==> src/rtl/usbif_pkg.sv <==
package usbif_pkg;

    localparam int REG_W     = 8;
    localparam int NFLAG     = 5;

    localparam int FLG_INTF     = 0;
    localparam int FLG_CFG      = 1;
    localparam int FLG_SOF      = 2;
    localparam int FLG_EP_LOAD  = 3;
    localparam int FLG_SUSP_CHG = 4;
    localparam int BIT_SUSP_LIV = 5;

    typedef struct packed {
        logic [NFLAG-1:0] flags;
    } flag_state_t;

    typedef struct packed {
        logic [NFLAG-1:0] en;
    } en_state_t;

    typedef struct packed {
        logic prev;
    } susp_state_t;

endpackage

==> src/rtl/usbif_susp_track.sv <==
module usbif_susp_track
    import usbif_pkg::*;
(
    input  logic clk,
    input  logic rst_n,
    input  logic susp_in,
    output logic susp_change
);

    susp_state_t st_d, st_q;

    always_comb begin
        st_d        = st_q;
        st_d.prev   = susp_in;
        susp_change = susp_in ^ st_q.prev;
    end

    always_ff @(posedge clk or negedge rst_n) begin
        if (!rst_n) st_q <= '0;
        else        st_q <= st_d;
    end

    AST_SUSP_PREV_TRACKS: assert property (@(posedge clk) disable iff (!rst_n)
        susp_change |=> (st_q.prev == $past(susp_in)))
        else $error("suspend reference not updated");

endmodule

==> src/rtl/usbif_flag_bank.sv <==
module usbif_flag_bank
    import usbif_pkg::*;
(
    input  logic             clk,
    input  logic             rst_n,
    input  logic [NFLAG-1:0] evt,
    input  logic             clr_we,
    input  logic [NFLAG-1:0] clr_data,
    input  logic             sof_ack,
    output logic [NFLAG-1:0] flags
);

    flag_state_t st_d, st_q;
    logic [NFLAG-1:0] keep;

    always_comb begin
        st_d = st_q;
        for (int i = 0; i < NFLAG; i++) begin
            if (i == FLG_SOF) keep[i] = ~sof_ack;
            else              keep[i] = ~(clr_we & ~clr_data[i]);
            st_d.flags[i] = evt[i] | (st_q.flags[i] & keep[i]);
        end
    end

    always_ff @(posedge clk or negedge rst_n) begin
        if (!rst_n) st_q <= '0;
        else        st_q <= st_d;
    end

    assign flags = st_q.flags;

    AST_EVENT_SETS: assert property (@(posedge clk) disable iff (!rst_n)
        evt[FLG_EP_LOAD] |=> flags[FLG_EP_LOAD])
        else $error("event did not set flag");

    AST_EVENT_BEATS_CLEAR: assert property (@(posedge clk) disable iff (!rst_n)
        (evt[FLG_CFG] && clr_we && !clr_data[FLG_CFG]) |=> flags[FLG_CFG])
        else $error("clear won over event");

    AST_ONE_KEEPS: assert property (@(posedge clk) disable iff (!rst_n)
        (flags[FLG_INTF] && !(clr_we && !clr_data[FLG_INTF])) |=> flags[FLG_INTF])
        else $error("flag lost without clear");

    AST_SOF_WRITE_PROOF: assert property (@(posedge clk) disable iff (!rst_n)
        (flags[FLG_SOF] && !sof_ack) |=> flags[FLG_SOF])
        else $error("sof flag cleared without ack");

endmodule

==> src/rtl/usbif_enable_reg.sv <==
module usbif_enable_reg
    import usbif_pkg::*;
(
    input  logic             clk,
    input  logic             rst_n,
    input  logic             we,
    input  logic [NFLAG-1:0] wdata,
    output logic [NFLAG-1:0] en
);

    en_state_t st_d, st_q;

    always_comb begin
        st_d = st_q;
        if (we) st_d.en = wdata;
    end

    always_ff @(posedge clk or negedge rst_n) begin
        if (!rst_n) st_q <= '0;
        else        st_q <= st_d;
    end

    assign en = st_q.en;

    AST_EN_HOLDS: assert property (@(posedge clk) disable iff (!rst_n)
        !we |=> $stable(en))
        else $error("enable changed without write");

endmodule

==> src/rtl/usbif_irq_status.sv <==
module usbif_irq_status
    import usbif_pkg::*;
#(
    parameter int ADDR_W    = 1,
    parameter int ADDR_FLAG = 0,
    parameter int ADDR_EN   = 1
) (
    input  logic              clk,
    input  logic              rst_n,
    input  logic [ADDR_W-1:0] addr,
    input  logic              wr_en,
    input  logic [REG_W-1:0]  wr_data,
    output logic [REG_W-1:0]  rd_data,
    input  logic              ep_load_done,
    input  logic              sof_seen,
    input  logic              sof_ack,
    input  logic              set_cfg_seen,
    input  logic              set_intf_seen,
    input  logic              bus_suspended,
    output logic              irq
);

    localparam int PAD_W = REG_W - NFLAG - 1;
    localparam int EPAD  = REG_W - NFLAG;

    logic             susp_change;
    logic [NFLAG-1:0] evt;
    logic [NFLAG-1:0] flags;
    logic [NFLAG-1:0] en;
    logic             sel_flag, sel_en;
    logic             unused_wr_hi;

    assign sel_flag     = (addr == ADDR_W'(ADDR_FLAG));
    assign sel_en       = (addr == ADDR_W'(ADDR_EN));
    assign unused_wr_hi = ^wr_data[REG_W-1:NFLAG];

    always_comb begin
        evt               = '0;
        evt[FLG_INTF]     = set_intf_seen;
        evt[FLG_CFG]      = set_cfg_seen;
        evt[FLG_SOF]      = sof_seen;
        evt[FLG_EP_LOAD]  = ep_load_done;
        evt[FLG_SUSP_CHG] = susp_change;
    end

    usbif_susp_track u_susp (
        .clk         (clk),
        .rst_n       (rst_n),
        .susp_in     (bus_suspended),
        .susp_change (susp_change)
    );

    usbif_flag_bank u_flags (
        .clk      (clk),
        .rst_n    (rst_n),
        .evt      (evt),
        .clr_we   (wr_en & sel_flag),
        .clr_data (wr_data[NFLAG-1:0]),
        .sof_ack  (sof_ack),
        .flags    (flags)
    );

    usbif_enable_reg u_en (
        .clk   (clk),
        .rst_n (rst_n),
        .we    (wr_en & sel_en),
        .wdata (wr_data[NFLAG-1:0]),
        .en    (en)
    );

    always_comb begin
        rd_data = '0;
        if (sel_flag)    rd_data = {{PAD_W{1'b0}}, bus_suspended, flags};
        else if (sel_en) rd_data = {{EPAD{1'b0}}, en};
    end

    assign irq = |(flags & en);

    AST_RSVD_ZERO: assert property (@(posedge clk) disable iff (!rst_n)
        rd_data[REG_W-1:BIT_SUSP_LIV+1] == '0)
        else $error("reserved bits nonzero");

    AST_SUSP_MIRROR: assert property (@(posedge clk) disable iff (!rst_n)
        sel_flag |-> (rd_data[BIT_SUSP_LIV] == bus_suspended))
        else $error("live suspend bit mismatch");

    AST_NO_SPURIOUS_IRQ: assert property (@(posedge clk) disable iff (!rst_n)
        (flags == '0 || en == '0) |-> !irq)
        else $error("irq without enabled flag");

endmodule

==> config.mk <==
export PLATFORM = sky130hd
export DESIGN_NAME = usbif_irq_status
export DESIGN_NICKNAME = d
export VERILOG_FILES = /design/src/rtl/usbif_pkg.sv /design/src/rtl/usbif_susp_track.sv /design/src/rtl/usbif_flag_bank.sv /design/src/rtl/usbif_enable_reg.sv /design/src/rtl/usbif_irq_status.sv
export SDC_FILE = /design/constraint.sdc
export NUM_CORES = 1
export LEC_CHECK = 0
export BUFFER_PORTS_ARGS = -buffer_cell sky130_fd_sc_hd__buf_2
export CAP_MARGIN = 10
export CORE_AREA = 2 2 41 62
export CTS_CLUSTER_SIZE = 8
export DETAILED_ROUTE_END_ITERATION = 10
export DIE_AREA = 0 0 43 64
export PLACE_DENSITY = 0.48
export SYNTH_ARGS = -nofsm -noshare
export SYNTH_HDL_FRONTEND = slang
export SYNTH_SLANG_ARGS = --single-unit
==> constraint.sdc <==
create_clock -name clk -period 1.4 [get_ports clk]
set_input_delay 0.28 -clock clk [delete_from_list [all_inputs] [get_ports clk]]
set_output_delay 0.28 -clock clk [all_outputs]
set_load 0.1 [all_outputs]
==> summary.txt <==
Drt
  – Via density: 4.46
  – DRC: 0
  – Final WL: ~1200 um
  – Routed len/inst: between 10 and 15 um
  – Vias: about 430
  – 1st-iter DRT viols: 3
  – First drt pass iteration count: 4
  – Antenna Nets Post-Route: 0

Synth
  – Synth Area in Adders: 0%
  – Synth top area share: roughly 52%
  – Yosys reg bits: 11
  – Sequential share of the synthesized area: between 50% and 60%
  – Netlist cell types: 15
  – Mapped Cells: 43
  – Synth area leader: dfrtp_1
  – Yosys warns: 0
  – Multiplexer area fraction after synthesis: a little under a fifth
  – Compound-Gate Fraction of Synth Area: 10.8%
  – Synth top area cells: dfrtp_1 52%, mux2_2 19%, a21o_1 5.6%, or3b_1 4.9%, buf_4 2.8%
  – Post-Synth Simple-Gate Area: 10.1%
  – Post-Synth XOR/XNOR Area: 1.64%
  – Mapped Area: approximately 530 um^2
  – Synth async-reset ratio: 100%
  – Primary FF master, synth: dfrtp_1
  – Syn Area/Cell: between 10 and 15 um^2
  – Largest family of logic cells by synthesized area: multiplexers
  – Leading cell types by count after synthesis: 11 x dfrtp_1, 9 x mux2_2, 4 x a21o_1
  – Post-synth EDFFs: 0
  – Cell with the most instances after synthesis: dfrtp_1

Setup path
  – Crit end category: output port
  – Startpoint types: flop
  – Critical Path Fanout Max: 2
  – Reg2Reg Depth: 2
  – Reg-to-reg slack, setup: around 0.52 ns
  – Critical path destination: rd_data[0]
  – Buf+Inv Stages, Crit Path: 3
  – CP top delay family: buffers and inverters
  – Crit path DAT: between 1 and 1.5 ns
  – Crit path depth: 4
  – Slowest stage cell, crit path: dfrtp_1
  – Setup crit start: u_flags.flags[0]
  – Required time of the critical path: 1.12 ns
  – Crit-path cells: buf_4 > buf_6 > mux2_4 > buf_12
  – R2r endpoint: u_en.en[0]
  – Max stage delay on crit path: 0.38 ns
  – Worst r2r src: u_en.en[0]
  – WS Path Type: flop to output port

Timing
  – Sum Neg Setup Slack: -0.535 ns
  – Max frequency: between 600 and 700 MHz
  – Max Transition Viols Final: 0
  – RSZ-0062 raised after global routing: true
  – Tmin final: around 1.6 ns
  – Final setup fails: 5
  – Setup WS post-layout: -0.211 ns
  – Share of the clock period used by the worst path: 115%
  – Skew final: 0.0000888 ns
  – Final hold violations: 0

Placement
  – DP Worst Slack: ~0.0046 ns
  – Hpwl dp: around 900 um
  – I/O Buffers: 21
  – GPL Wtd Cong: between 0.6 and 0.7
  – Placed cell areas: around 710 um^2

Layout
  – Final Net Count: 93
  – Share of cells above drive strength 1: ~58%
  – Register Area: 275 um^2
  – Number of diodes: 0
  – Area of the multi-input gates: 250 um^2
  – Fin area: approximately 860 um^2
  – Synth-to-Final Area Change: 60.9%
  – Filler cells: 235

Clocking
  – Max Root-Sink Buffers: 2
  – CTS tree: yes
  – H-tree depth: 1
  – Worst-path clk slew: 0.07 ns
  – Num CTS Buffers: 3
  – Clock Tree Root: clkbuf_4
  – Worst skew pair latency: ~0.27 ns
  – # clock sinks: 11

Floorplan
  – Boundary Pins: 27
  – Row Count: 21
  – Core area: between 0.002 and 0.0025 mm^2
  – Die ar.: roughly 0.0028 mm^2
  – Die width: between 40 and 50 um
  – Die H: roughly 64 um
  – Initial Util: about a quarter

Global route
  – Total grt overflow: 0
  – Global-route wire length before repair: between 1500 and 2000 um
  – Vias in the first global route: about 450
  – GR Util All Layers: under 10%
  – Pin count of the biggest net entering global routing: 12
  – Antenna violations before repair: 0

Power and ir drop
  – Pleak: roughly 0.4 nW
  – VDD IR-drop max: 0.542 mV
  – Cell Pwr Density: between 1000 and 1500 mW/mm^2
  – Tot Pwr: around 1 mW

Outcome
  – Outcome: finished with violations
  – Failing checks: negative setup slack

Min path
  – Hold Path Depth: 1
  – Hold wc startpoint: bus_suspended
  – Hold Path Class: input port to flop

Job
  – Max cap viols: 0
-- through the flow --
step                      std cells  hold WS (ns)  utilization (%)
after floorplan                  44       -0.0156                -
after global placement           89         0.169             32.3
after detailed placement         89         0.164             32.3
after CTS                        95         0.143             38.1
after global routing             97         0.133             38.9
final                            97         0.153             38.9
-- kinds of logic (layout without fill, tap and decap cells) --
kind of cell / Yosys count / after routing
xor gates and xnor gates: 1 / 1
AOI/OAI and AO/OA: 8 / 8
and+or+nand+nor: 8 / 8
DFF: 11 / 11
muxes: 9 / 9
other: 1 / 2
buffers and inverters: 5 / 35
-- area by class of cell --
class,count,area share [%]
clock buffers,4,3.06
inverters,2,0.873
repair buffers,29,31.6
well taps,23,3.35
flip-flops and latches,11,32.0
multi-input cells,28,29.1
-- layout by cell type (no fill, tap or decap) --
cell           count
buf_2             14
dfrtp_1           11
buf_12             6
mux2_2             5
buf_4              5
mux2_4             4
a21o_1             4
or3b_1             3
clkbuf_4           3
buf_6              3
inv_1              2
nand2_1            2
conb_1             2
a222oi_1           1
a22oi_1            1
nand2_2            1
nor3b_1            1
xnor2_1            1
o21ai_0            1
and2b_2            1
o21ai_2            1
clkbuf_1           1
dlygate4sd3_1      1
-- what timing repair did --
item | CTS | global route
resized for setup | 23 | 1
hold endpoints to repair | 11 | 0
endpoints found under the setup margin | 5 | 5
hold buffers | 1 | 0
pin swaps | 1 | 1
setup buffers | 1 | 2
-- state kept, by name, summed over array words and instances, names as in the netlist --
signal / cells
u_en.en: 5
u_flags.flags: 5
u_susp.st_q: 1
-- worst min path at each step --
| stage | end |
|---|---|
| 2_1_floorplan | u_en.en[0] |
| 3_3_place_gp | u_flags.flags[1] |
| 3_5_place_dp | u_flags.flags[1] |
| 4_1_cts | u_susp.st_q |
| 5_1_grt | u_susp.st_q |
| 6_report | u_susp.st_q |
-- per-layer routing --
metal | track usage, % | up-vias | wire [um]
met2 | 13.8 | 18 | 557
met4 | 7.95 | 0 | 34
met3 | 2.26 | 4 | 71
met1 | 12.1 | 204 | 523
met5 | 0 | - | 0
li1 | - | 207 | -
-- power breakdown --
group	switching, mW	total, mW	internal, mW
registers	0.0221	0.371	0.349
logic	0.260	0.432	0.172
clock network	0.108	0.219	0.110
total	0.391	1.02	0.632
Note: power is estimated with default switching activity, not from simulation.
